===== config.mk =====
export PLATFORM = sky130hd
export DESIGN_NAME = trk_fmt_gen
export DESIGN_NICKNAME = d
export VERILOG_FILES = /design/src/rtl/trk_fmt_pkg.sv /design/src/rtl/trk_fmt_crc.sv /design/src/rtl/trk_fmt_seq.sv /design/src/rtl/trk_fmt_gen.sv
export SDC_FILE = /design/constraint.sdc
export NUM_CORES = 1
export LEC_CHECK = 0
export BUFFER_PORTS_ARGS = -buffer_cell sky130_fd_sc_hd__buf_2
export CAP_MARGIN = 20
export CORE_MARGIN = 4
export CORE_UTILIZATION = 55
export CTS_CLUSTER_DIAMETER = 100
export DETAILED_ROUTE_END_ITERATION = 7
export PLACE_DENSITY_LB_ADDON = 0.15
export SYNTH_ARGS = -nofsm -noshare
export SYNTH_HDL_FRONTEND = slang
export SYNTH_SLANG_ARGS = --single-unit

===== constraint.sdc =====
create_clock -name clk_i -period 5.9 [get_ports clk_i]
set_clock_uncertainty 0.2 [all_clocks]
set_input_delay 1.18 -clock clk_i [delete_from_list [all_inputs] [get_ports clk_i]]
set_output_delay 1.18 -clock clk_i [all_outputs]
set_load 0.1 [all_outputs]

===== src/rtl/trk_fmt_pkg.sv =====
package trk_fmt_pkg;

  typedef enum logic [4:0] {
    ST_IDLE, ST_HGAP, ST_HSYNC, ST_HMARK, ST_HIAM, ST_HGAP1, ST_WAIT,
    ST_SYNC1, ST_AM1, ST_IDAM, ST_ID, ST_IDCRC, ST_GAP2, ST_SYNC2,
    ST_AM2, ST_DAM, ST_DATA, ST_DCRC, ST_GAP3, ST_DONE
  } seg_e;

  localparam logic [7:0] GAP_BYTE  = 8'h4E;
  localparam logic [7:0] SYNC_BYTE = 8'h00;
  localparam logic [7:0] IXM_BYTE  = 8'hC2;
  localparam logic [7:0] IAM_BYTE  = 8'hFC;
  localparam logic [7:0] AM_BYTE   = 8'hA1;
  localparam logic [7:0] IDAM_BYTE = 8'hFE;
  localparam logic [7:0] DAM_BYTE  = 8'hFB;
  localparam logic [15:0] CRC_POLY = 16'h1021;
  localparam logic [15:0] CRC_INIT = 16'hFFFF;

  function automatic logic [15:0] crc_byte(logic [15:0] c, logic [7:0] d);
    logic [15:0] r;
    r = c;
    for (int i = 7; i >= 0; i--) begin
      if (r[15] ^ d[i]) r = {r[14:0], 1'b0} ^ CRC_POLY;
      else              r = {r[14:0], 1'b0};
    end
    return r;
  endfunction

endpackage


===== src/rtl/trk_fmt_crc.sv =====
module trk_fmt_crc
  import trk_fmt_pkg::*;
(
  input  logic        clk_i,
  input  logic        rst_ni,
  input  logic        en_i,
  input  logic        init_i,
  input  logic [7:0]  data_i,
  output logic [15:0] crc_o
);
  logic [15:0] crc_q;

  always_ff @(posedge clk_i or negedge rst_ni) begin
    if (!rst_ni)   crc_q <= CRC_INIT;
    else if (en_i) crc_q <= crc_byte(init_i ? CRC_INIT : crc_q, data_i);
  end

  assign crc_o = crc_q;
endmodule


===== src/rtl/trk_fmt_seq.sv =====
module trk_fmt_seq
  import trk_fmt_pkg::*;
#(
  parameter int unsigned HDR_GAP_LEN = 80,
  parameter int unsigned SYNC_LEN    = 12,
  parameter int unsigned GAP1_LEN    = 50,
  parameter int unsigned GAP2_LEN    = 22,
  parameter int unsigned MARK_LEN    = 3,
  parameter int unsigned MAX_SHIFT   = 7,
  localparam int unsigned CNT_W      = 8 + MAX_SHIFT
) (
  input  logic             clk_i,
  input  logic             rst_ni,
  input  logic             start_i,
  input  logic [7:0]       spt_i,
  input  logic [7:0]       gap3_i,
  input  logic [2:0]       n_code_i,
  input  logic             fire_i,
  input  logic             id_fire_i,
  output seg_e             seg_o,
  output logic [CNT_W-1:0] cnt_o,
  output logic [1:0]       id_idx_o,
  output logic             start_take_o
);
  seg_e             seg_q, seg_d;
  logic [CNT_W-1:0] cnt_q, seg_len;
  logic [1:0]       id_idx_q;
  logic [7:0]       sec_q, spt_q, gap_q;
  logic             last, sec_last, adv;
  seg_e             eos;

  assign start_take_o = start_i && (seg_q == ST_IDLE || seg_q == ST_DONE);

  always_comb begin
    case (seg_q)
      ST_HGAP:                       seg_len = CNT_W'(HDR_GAP_LEN);
      ST_HSYNC, ST_SYNC1, ST_SYNC2:  seg_len = CNT_W'(SYNC_LEN);
      ST_HMARK, ST_AM1, ST_AM2:      seg_len = CNT_W'(MARK_LEN);
      ST_HGAP1:                      seg_len = CNT_W'(GAP1_LEN);
      ST_GAP2:                       seg_len = CNT_W'(GAP2_LEN);
      ST_ID:                         seg_len = CNT_W'(4);
      ST_IDCRC, ST_DCRC:             seg_len = CNT_W'(2);
      ST_DATA:                       seg_len = CNT_W'(128) << n_code_i;
      ST_GAP3:                       seg_len = CNT_W'(gap_q);
      default:                       seg_len = CNT_W'(1);
    endcase
  end

  assign last     = (cnt_q == seg_len - CNT_W'(1));
  assign sec_last = ({1'b0, sec_q} + 9'd1) == {1'b0, spt_q};
  assign eos      = sec_last ? ST_DONE : ST_WAIT;

  // segment order; a zero trailing gap is skipped
  always_comb begin
    case (seg_q)
      ST_HGAP:  seg_d = ST_HSYNC;
      ST_HSYNC: seg_d = ST_HMARK;
      ST_HMARK: seg_d = ST_HIAM;
      ST_HIAM:  seg_d = ST_HGAP1;
      ST_HGAP1: seg_d = (spt_q == 8'd0) ? ST_DONE : ST_WAIT;
      ST_SYNC1: seg_d = ST_AM1;
      ST_AM1:   seg_d = ST_IDAM;
      ST_IDAM:  seg_d = ST_ID;
      ST_ID:    seg_d = ST_IDCRC;
      ST_IDCRC: seg_d = ST_GAP2;
      ST_GAP2:  seg_d = ST_SYNC2;
      ST_SYNC2: seg_d = ST_AM2;
      ST_AM2:   seg_d = ST_DAM;
      ST_DAM:   seg_d = ST_DATA;
      ST_DATA:  seg_d = ST_DCRC;
      ST_DCRC:  seg_d = (gap_q == 8'd0) ? eos : ST_GAP3;
      ST_GAP3:  seg_d = eos;
      default:  seg_d = seg_q;
    endcase
  end

  assign adv = fire_i && last;

  always_ff @(posedge clk_i or negedge rst_ni) begin
    if (!rst_ni) begin
      seg_q    <= ST_IDLE;
      cnt_q    <= '0;
      id_idx_q <= '0;
      sec_q    <= '0;
      spt_q    <= '0;
      gap_q    <= '0;
    end else if (start_take_o) begin
      seg_q    <= ST_HGAP;
      cnt_q    <= '0;
      id_idx_q <= '0;
      sec_q    <= '0;
      spt_q    <= spt_i;
      gap_q    <= gap3_i;
    end else if (seg_q == ST_WAIT) begin
      if (id_fire_i) begin
        id_idx_q <= id_idx_q + 2'd1;
        if (id_idx_q == 2'd3) begin
          seg_q <= ST_SYNC1;
          cnt_q <= '0;
        end
      end
    end else if (adv) begin
      seg_q <= seg_d;
      cnt_q <= '0;
      if ((seg_q == ST_DCRC && gap_q == 8'd0) || seg_q == ST_GAP3) sec_q <= sec_q + 8'd1;
    end else if (fire_i) begin
      cnt_q <= cnt_q + CNT_W'(1);
    end
  end

  assign seg_o    = seg_q;
  assign cnt_o    = cnt_q;
  assign id_idx_o = id_idx_q;
endmodule


===== src/rtl/trk_fmt_gen.sv =====
module trk_fmt_gen
  import trk_fmt_pkg::*;
#(
  parameter int unsigned HDR_GAP_LEN = 80,
  parameter int unsigned SYNC_LEN    = 12,
  parameter int unsigned GAP1_LEN    = 50,
  parameter int unsigned GAP2_LEN    = 22,
  parameter int unsigned MARK_LEN    = 3,
  parameter int unsigned MAX_SHIFT   = 7,
  parameter int unsigned ID_BYTES    = 4,
  localparam int unsigned CNT_W      = 8 + MAX_SHIFT
) (
  input  logic       clk_i,
  input  logic       rst_ni,
  input  logic       start_i,
  input  logic [7:0] spt_i,
  input  logic [7:0] gap3_i,
  input  logic [7:0] fill_i,
  input  logic       id_valid_i,
  input  logic [7:0] id_data_i,
  output logic       id_ready_o,
  output logic       out_valid_o,
  input  logic       out_ready_i,
  output logic [7:0] out_data_o,
  output logic       out_mark_o,
  output logic       done_o
);
  seg_e             seg;
  logic [CNT_W-1:0] cnt;
  logic [1:0]       id_idx;
  logic             start_take, fire, id_fire, crc_en, crc_init;
  logic [15:0]      crc;
  logic [7:0]       fill_q;
  logic [7:0]       id_q [ID_BYTES];
  logic [7:0]       crc_sel;

  assign id_ready_o  = (seg == ST_WAIT);
  assign out_valid_o = !(seg == ST_IDLE || seg == ST_WAIT || seg == ST_DONE);
  assign done_o      = (seg == ST_DONE);
  assign fire        = out_valid_o && out_ready_i;
  assign id_fire     = id_valid_i && id_ready_o;

  trk_fmt_seq #(
    .HDR_GAP_LEN(HDR_GAP_LEN), .SYNC_LEN(SYNC_LEN), .GAP1_LEN(GAP1_LEN),
    .GAP2_LEN(GAP2_LEN), .MARK_LEN(MARK_LEN), .MAX_SHIFT(MAX_SHIFT)
  ) i_seq (
    .clk_i, .rst_ni, .start_i, .spt_i, .gap3_i,
    .n_code_i(id_q[ID_BYTES-1][2:0]),
    .fire_i(fire), .id_fire_i(id_fire),
    .seg_o(seg), .cnt_o(cnt), .id_idx_o(id_idx), .start_take_o(start_take)
  );

  always_ff @(posedge clk_i or negedge rst_ni) begin
    if (!rst_ni)         fill_q <= '0;
    else if (start_take) fill_q <= fill_i;
  end

  for (genvar g = 0; g < ID_BYTES; g++) begin : g_id
    always_ff @(posedge clk_i or negedge rst_ni) begin
      if (!rst_ni)                             id_q[g] <= '0;
      else if (id_fire && id_idx == 2'(g))     id_q[g] <= id_data_i;
    end
  end

  // CRC regions start on the first mark byte and run through N / last fill byte
  assign crc_en = fire && (seg inside {ST_AM1, ST_IDAM, ST_ID, ST_AM2, ST_DAM, ST_DATA});
  assign crc_init = (seg == ST_AM1 || seg == ST_AM2) && cnt == '0;

  trk_fmt_crc i_crc (
    .clk_i, .rst_ni, .en_i(crc_en), .init_i(crc_init), .data_i(out_data_o), .crc_o(crc)
  );

  assign crc_sel = cnt[0] ? crc[7:0] : crc[15:8];

  always_comb begin
    out_mark_o = 1'b0;
    case (seg)
      ST_HSYNC, ST_SYNC1, ST_SYNC2: out_data_o = SYNC_BYTE;
      ST_HMARK: begin out_data_o = IXM_BYTE; out_mark_o = 1'b1; end
      ST_AM1, ST_AM2: begin out_data_o = AM_BYTE; out_mark_o = 1'b1; end
      ST_HIAM:  out_data_o = IAM_BYTE;
      ST_IDAM:  out_data_o = IDAM_BYTE;
      ST_DAM:   out_data_o = DAM_BYTE;
      ST_ID:    out_data_o = id_q[cnt[1:0]];
      ST_IDCRC, ST_DCRC: out_data_o = crc_sel;
      ST_DATA:  out_data_o = fill_q;
      default:  out_data_o = GAP_BYTE;
    endcase
  end
endmodule


; Word level (Yosys, flattened, before mapping)
; Cells that the tools add are included.
; Widths: inputs -> output; s select.
[op_classes]
addsub = 5
magnitude_cmp = 1
eq_ne = 27
shift = 1
muxes = 45
n_bitwise = 17
n_reduce_logical = 38
[op_table]
columns = cell, count
row1 = $pmux 15 s9, 1
row2 = $mux 16, 8
row3 = $mux 13, 8
row4 = $mux 15, 6
row5 = $pmux 5 s17, 1
row6 = $pmux 8 s9, 1
row7 = $mux 8, 7
row8 = $eq 5x4->1 const B, 8
row9 = $mux 5, 8
row10 = $not 3->3, 8
row11 = $eq 5x3->1 const B, 4
row12 = $eq 5x5->1 const B, 4
row13 = $reduce_bool 19->1, 1
row14 = $bmux 8 s2, 1
row15 = $logic_not 8->1, 2
row16 = $add 15x1->15 const B, 1
row17 = $eq 15x15->1, 1
row18 = $logic_not 15->1, 1
row19 = $shl 8x3->15 const A, 1
row20 = $sub 15x1->15 const B, 1
row21 = $logic_and 1x1->1, 11
row22 = $eq 5x2->1 const B, 2
row23 = $add 8x1->9 const B, 1
row24 = $eq 9x8->1, 1
row25 = 25 further kinds, 46
[totals]
ff_bits = 102
input_bits = 37
output_inout_bits = 12
elab_cells = 146

; Longest topological paths before layout
[logic_depth]
word_depth = 28
depth_mapped = 15
ltp_nobuf = 12

; Hierarchy
; Synthesis repeated with hierarchy kept, for this count alone.
[hier_totals]
cells_unflattened = 762
area_unflattened_um2 = 7188.1
[modules_own_cells]
columns = module, n_inst, cells_each, area_per_inst_um2, seq_area_each_um2
row1 = trk_fmt_seq, 1, 451, 3671.0, 1151.1
row2 = trk_fmt_gen, 1, 210, 2433.6, 1001.0
row3 = trk_fmt_crc, 1, 101, 1083.5, 420.4

; Worst setup path before layout
; Ideal clock, no wire load.
[synth_path]
kind = register to output
from = register i_seq.seg_q[3] (netlist: i_seq.seg_o[3])
to = output port out_data_o[2]
t_arrival_ns = 3.599
required_ns = 4.520
setup_slack_ns = 0.921
path_stages_with_launch = 9
n_path_buf = 4
path_cell_list = dfrtp_1 buf_6 buf_6 buf_2 buf_1 a21oi_1 nor2_1 a21oi_1 o21ai_0
[synth_via]
elab_chain_len = 3
elab_cells_between_ends = 17
classes_between = eq/ne (13) / mux (1) / reduce/logical (3)
[synth_rtl]
columns = item, line_no
row1 = "start, declared", trk_fmt_seq.sv:25  ; seg_e seg_q, seg_d;
row2 = "start signal, assigned", trk_fmt_seq.sv:103  ; seg_q <= seg_d;
row3 = $eq 5x2->1 (tied with other cells), trk_fmt_gen.sv:77  ; case (seg)
row4 = $reduce_or 3->1 (tied with other cells), trk_fmt_gen.sv:77
row5 = $pmux 8 s9 (*), trk_fmt_gen.sv:77
row6 = "end, declared", trk_fmt_gen.sv:24  ; output logic [7:0] out_data_o,
; Mark *: on every way between the ends. The rest lies on a longest branch, timed or not.

; Worst setup path after layout
[layout_path]
from = register i_seq.seg_q[2] (netlist: i_seq.seg_o[2])
to = register i_seq.cnt_q[14] (netlist: i_seq.cnt_o[14])
[layout_via]
elab_chain_len = 9
elab_cells_between_ends = 38
classes_between = add/sub (1) / eq/ne (19) / mux (4) / reduce/logical (14)
[layout_rtl]
columns = item, line_no
row1 = $eq 5x4->1 (tied with other cells), trk_fmt_seq.sv:35  ; case (seg_q)
row2 = $reduce_or 3->1 (no line) (tied with other cells), --
row3 = $pmux 15 s9 or $logic_or 1x1->1 (tied branches), "trk_fmt_seq.sv:35, trk_fmt_gen.sv:38"
row4 = $sub 15x1->15 or $logic_not 1->1 (tied branches), "trk_fmt_seq.sv:49, trk_fmt_gen.sv:38"
row5 = $eq 15x15->1 or $logic_and 1x1->1 (tied branches), "trk_fmt_seq.sv:49, trk_fmt_gen.sv:40"
row6 = $logic_and 1x1->1, trk_fmt_seq.sv:77  ; assign adv = fire_i && last;
row7 = $mux 15, trk_fmt_seq.sv:102  ; end else if (adv) begin
row8 = $mux 15, trk_fmt_seq.sv:94  ; end else if (seg_q == ST_WAIT) begin
row9 = $mux 15, trk_fmt_seq.sv:87  ; end else if (start_take_o) begin
row10 = "end signal, assigned", trk_fmt_seq.sv:107  ; cnt_q <= cnt_q + CNT_W'(1);
row11 = "end, declared", trk_fmt_seq.sv:26  ; logic [CNT_W-1:0] cnt_q, seg_len;
; Several ways; a longest one is shown, not always the timed one.
; A chain may end at the register's enable or synchronous reset.

==> impl_results.md <==
- Min Hold Slack: between 0.2 and 0.3 ns
- Total power draw: 3.618 mW
- Fraction of registers with async set/reset: between 90% and 100%
- Crit Path Max Fanout: 29
- Setup TNS: 0 ns
- Yosys top cell by area: dfrtp_1
- Die H: about 120 um
- Hold Crit Start: i_crc.crc_o[14]$_DFFE_PN1P_
- Least-Margin Pin Slew: slightly below 1 ns
- Syn Nets: 760
- Drt drc: 0
- R2R cell count: 11
- Clock Tree Root: clkbuf_16
- FF-to-FF Start: i_seq.seg_o[2]$_DFFE_PN0P_
- Max-slew headroom at the worst pin: 35.47%
- Wire length on met1: 7845 um
- Final setup violation count: 0
- Min Tclk post-route: 4.461 ns
- Fraction of power consumed by sequential logic: 28.0%
- Hold path depth: 2
- DRT antenna net count: 0
- Core Area: 12570 um^2
- Post-Syn Area: ~7000 um^2
- Total number of H-tree levels: 3
- Worst Hold Path EP: i_crc.crc_o[14]$_DFFE_PN1P_
- Synth top area share: 30.65%
- Num CTS Buffers: 9
- Vias in the first global route: 5469
- Total wire length: between 15000 and 20000 um
- Drt wl/cell: 19.03 um
- Comb pwr share: 54.9%
- Status: complete, no violations
- PwrDens: 473.8 nW/um^2
- Clk buf depth: 2
- Met2 wire length: 8459 um
- Final worst slack: between 1 and 1.5 ns
- Worst Path Arrival: 4.47 ns
- First-pass GRT wire length: 28350 um
- # IOs: 49
- Initial Utilization: 55.87%
- Die ar.: 14640 um^2
- CP Launch Type: flip-flop
- Most frequent cell after synthesis: dfrtp_1
- P&R area growth vs syn: 8.767%
- Total global routing overflow: 0
- Worst Path Required: 5.91 ns
- Fmax: around 220 MHz
- P_sw: 1.764 mW
- Final Max Slew Viols: 0
- Total track usage: 24.66%
- EDFF count, synth: 0
- Seq/Total Area, Yosys: between 30% and 40%
- P_int: 1.854 mW
- Drt pass-1 iters: 5
- Via density: 6.030
- Crit share post-route: 75.62%
- GP Congestion: 0.9192
- Die Wd: 121.0 um
- PostCTS Resize Cnt: 0
- Worst-Skew Late Latency: 0.36 ns
- Sink Count: 102
- Final Hold Violating Endpoints: 0
- Total Nets Final: slightly below 800
- Rows: 41
- Hold/Removal Path Class: reg -> reg
- DR iter-0 viols: 371
- Hold buffer count at cts: 0
- Main flop type after synthesis: dfrtp_1
- Clock share of power: between 10% and 20%
- Total number of vias: 5517
- CTS tree: yes
- Seq cells post-synth: 102
- Synth unique cells: 95
- Worst r2r dst: i_seq.cnt_o[14]$_DFFE_PN0P_
- Clk slew on worst S/H paths: about 0.08 ns
- Critical setup path kind: reg -> reg
- Syn Inst Count: 715
- Synth top area cells: dfrtp_1, mux2_2, dfstp_2
- Largest net degree at the start of global routing: 63
- Dpl ws: about 1.5 ns
- Share of cells above drive strength 1: about 27%
- Unrepaired setup endpoints after global routing: false
- Max layer used: met4
- Leak: 3.352 nW
- Filler cells: 1075
- Max Cap Violations: 0
- Worst reg2reg setup slack: 1.44 ns
- Initial antenna violation count: 1
- I/O Buffers: 48
- Detail Placement HPWL: 12770 um
- Syn_area_per_cell: 9.821 um^2
- Maximum vdd drop: about 0.32 mV
- Ys Warns: 0
- Sw Share: 48.77%
- Metal3 WL: 825 um
- Synth top cells by count: dfrtp_1, mux2_2, nand2_1
- Post CTS Setup Buffer Count: 0
- Worst setup EP type: flip-flop
- Ant. Diodes: 0
## sequential cells by signal (all words and copies together) (netlist names), 5 cells and up
signal	cells
fill_q	8
i_crc.crc_o	16
i_seq.cnt_o	15
i_seq.gap_q	8
i_seq.sec_q	8
i_seq.seg_o	5
i_seq.spt_q	8
id_q	32
## logic make-up (layout without fill, tap and decap cells)
kind of cell               after synthesis  after routing  synth area share [%]
xor gates and xnor gates                61             61                 7.983
and+or+nand+nor                        254            254                 20.14
AOI/OAI and AO/OA                      137            137                 14.13
muxes                                   89             89                 15.22
DFF                                    102            102                 36.64
adders and majority gates                8              8                 1.426
buffers and inverters                   64             92                 4.472
## critical path: stages (launching register included)
cell	delay [ns]
dfrtp_1	0.98
nand2b_4	0.33
a22oi_1	0.11
o22ai_2	0.30
ha_1	0.27
nand4_1	0.13
nor4_2	0.36
mux2i_1	0.24
nand4_1	0.17
a2111oi_4	0.68
or2b_4	0.40
a21oi_1	0.11
## metrics by stage
stage	instances	instance area (um^2)	utilization, %
after floorplan	715	7022	-
after global placement	899	7323	58.27
after detailed placement	899	7323	58.27
after CTS	915	7637	60.77
after global routing	915	7637	60.77
final	915	7637	60.77
## placed cells by master (no fill, tap or decap), types with 9 or more instances in the layout
cell / netlist / routed
inv_1: 17 / 17
dfstp_2: 16 / 16
a21oi_1: 17 / 17
nand3_1: 36 / 35
mux2i_1: 19 / 19
o22ai_1: 9 / 9
xor2_1: 25 / 25
dfrtp_1: 86 / 86
and3_1: 9 / 9
nor2b_1: 12 / 12
a21oi_2: 9 / 9
and2_1: 12 / 12
nand4_1: 12 / 12
nor2_1: 49 / 49
clkbuf_16: 0 / 9
buf_4: 3 / 11
nor3_1: 15 / 15
o21ai_1: 11 / 11
nand2_1: 53 / 53
xnor2_1: 34 / 34
mux2_2: 60 / 60
buf_2: 11 / 47
o21ai_0: 30 / 29
## area by class of cell
| class | instances | area, um^2 | area share, % |
|---|---|---|---|
| flip-flops and latches | 102 | 2572 | 33.68 |
| clock buffers | 9 | 225.2 | 2.949 |
| multi-input cells | 549 | 4150 | 54.34 |
| repair buffers | 58 | 317.8 | 4.161 |
| well taps | 172 | 215.2 | 2.818 |
| clock inverters | 7 | 88.84 | 1.163 |
| inverters | 18 | 67.56 | 0.8847 |
## how the worst max path moves through the flow
stage,from,end,slack (ns)
floorplan,i_seq.seg_o[3]$_DFFE_PN0P_,out_data_o[2],0.92
global placement,i_seq.seg_o[2]$_DFFE_PN0P_,i_seq.seg_o[1]$_DFFE_PN0P_,1.63
detailed placement,i_seq.seg_o[2]$_DFFE_PN0P_,i_seq.cnt_o[0]$_DFFE_PN0P_,1.52
CTS,i_seq.seg_o[3]$_DFFE_PN0P_,out_data_o[4],1.48
global route,i_seq.seg_o[1]$_DFFE_PN0P_,i_seq.seg_o[1]$_DFFE_PN0P_,1.08
finish,i_seq.seg_o[2]$_DFFE_PN0P_,i_seq.cnt_o[14]$_DFFE_PN0P_,1.44
## power by group through the flow
stage | clock [mW] | sequential (mW) | combinational, mW
finish | 0.620 | 1.01 | 1.98
global route | 0.662 | 1.04 | 2.14
CTS | 0.636 | 1.01 | 1.99
detailed placement | 0 | 1.02 | 1.98
global placement | 0 | 1.02 | 1.94
floorplan | 0 | 0.908 | 1.73
## routing by layer
metal / vias to the layer above / GRT usage, %
met4: 0 / 7.649
met3: 22 / 4.522
met2: 169 / 39.56
li1: 2625 / -
met5: - / 0
met1: 2701 / 34.03
(Power assumes the default switching activity.)
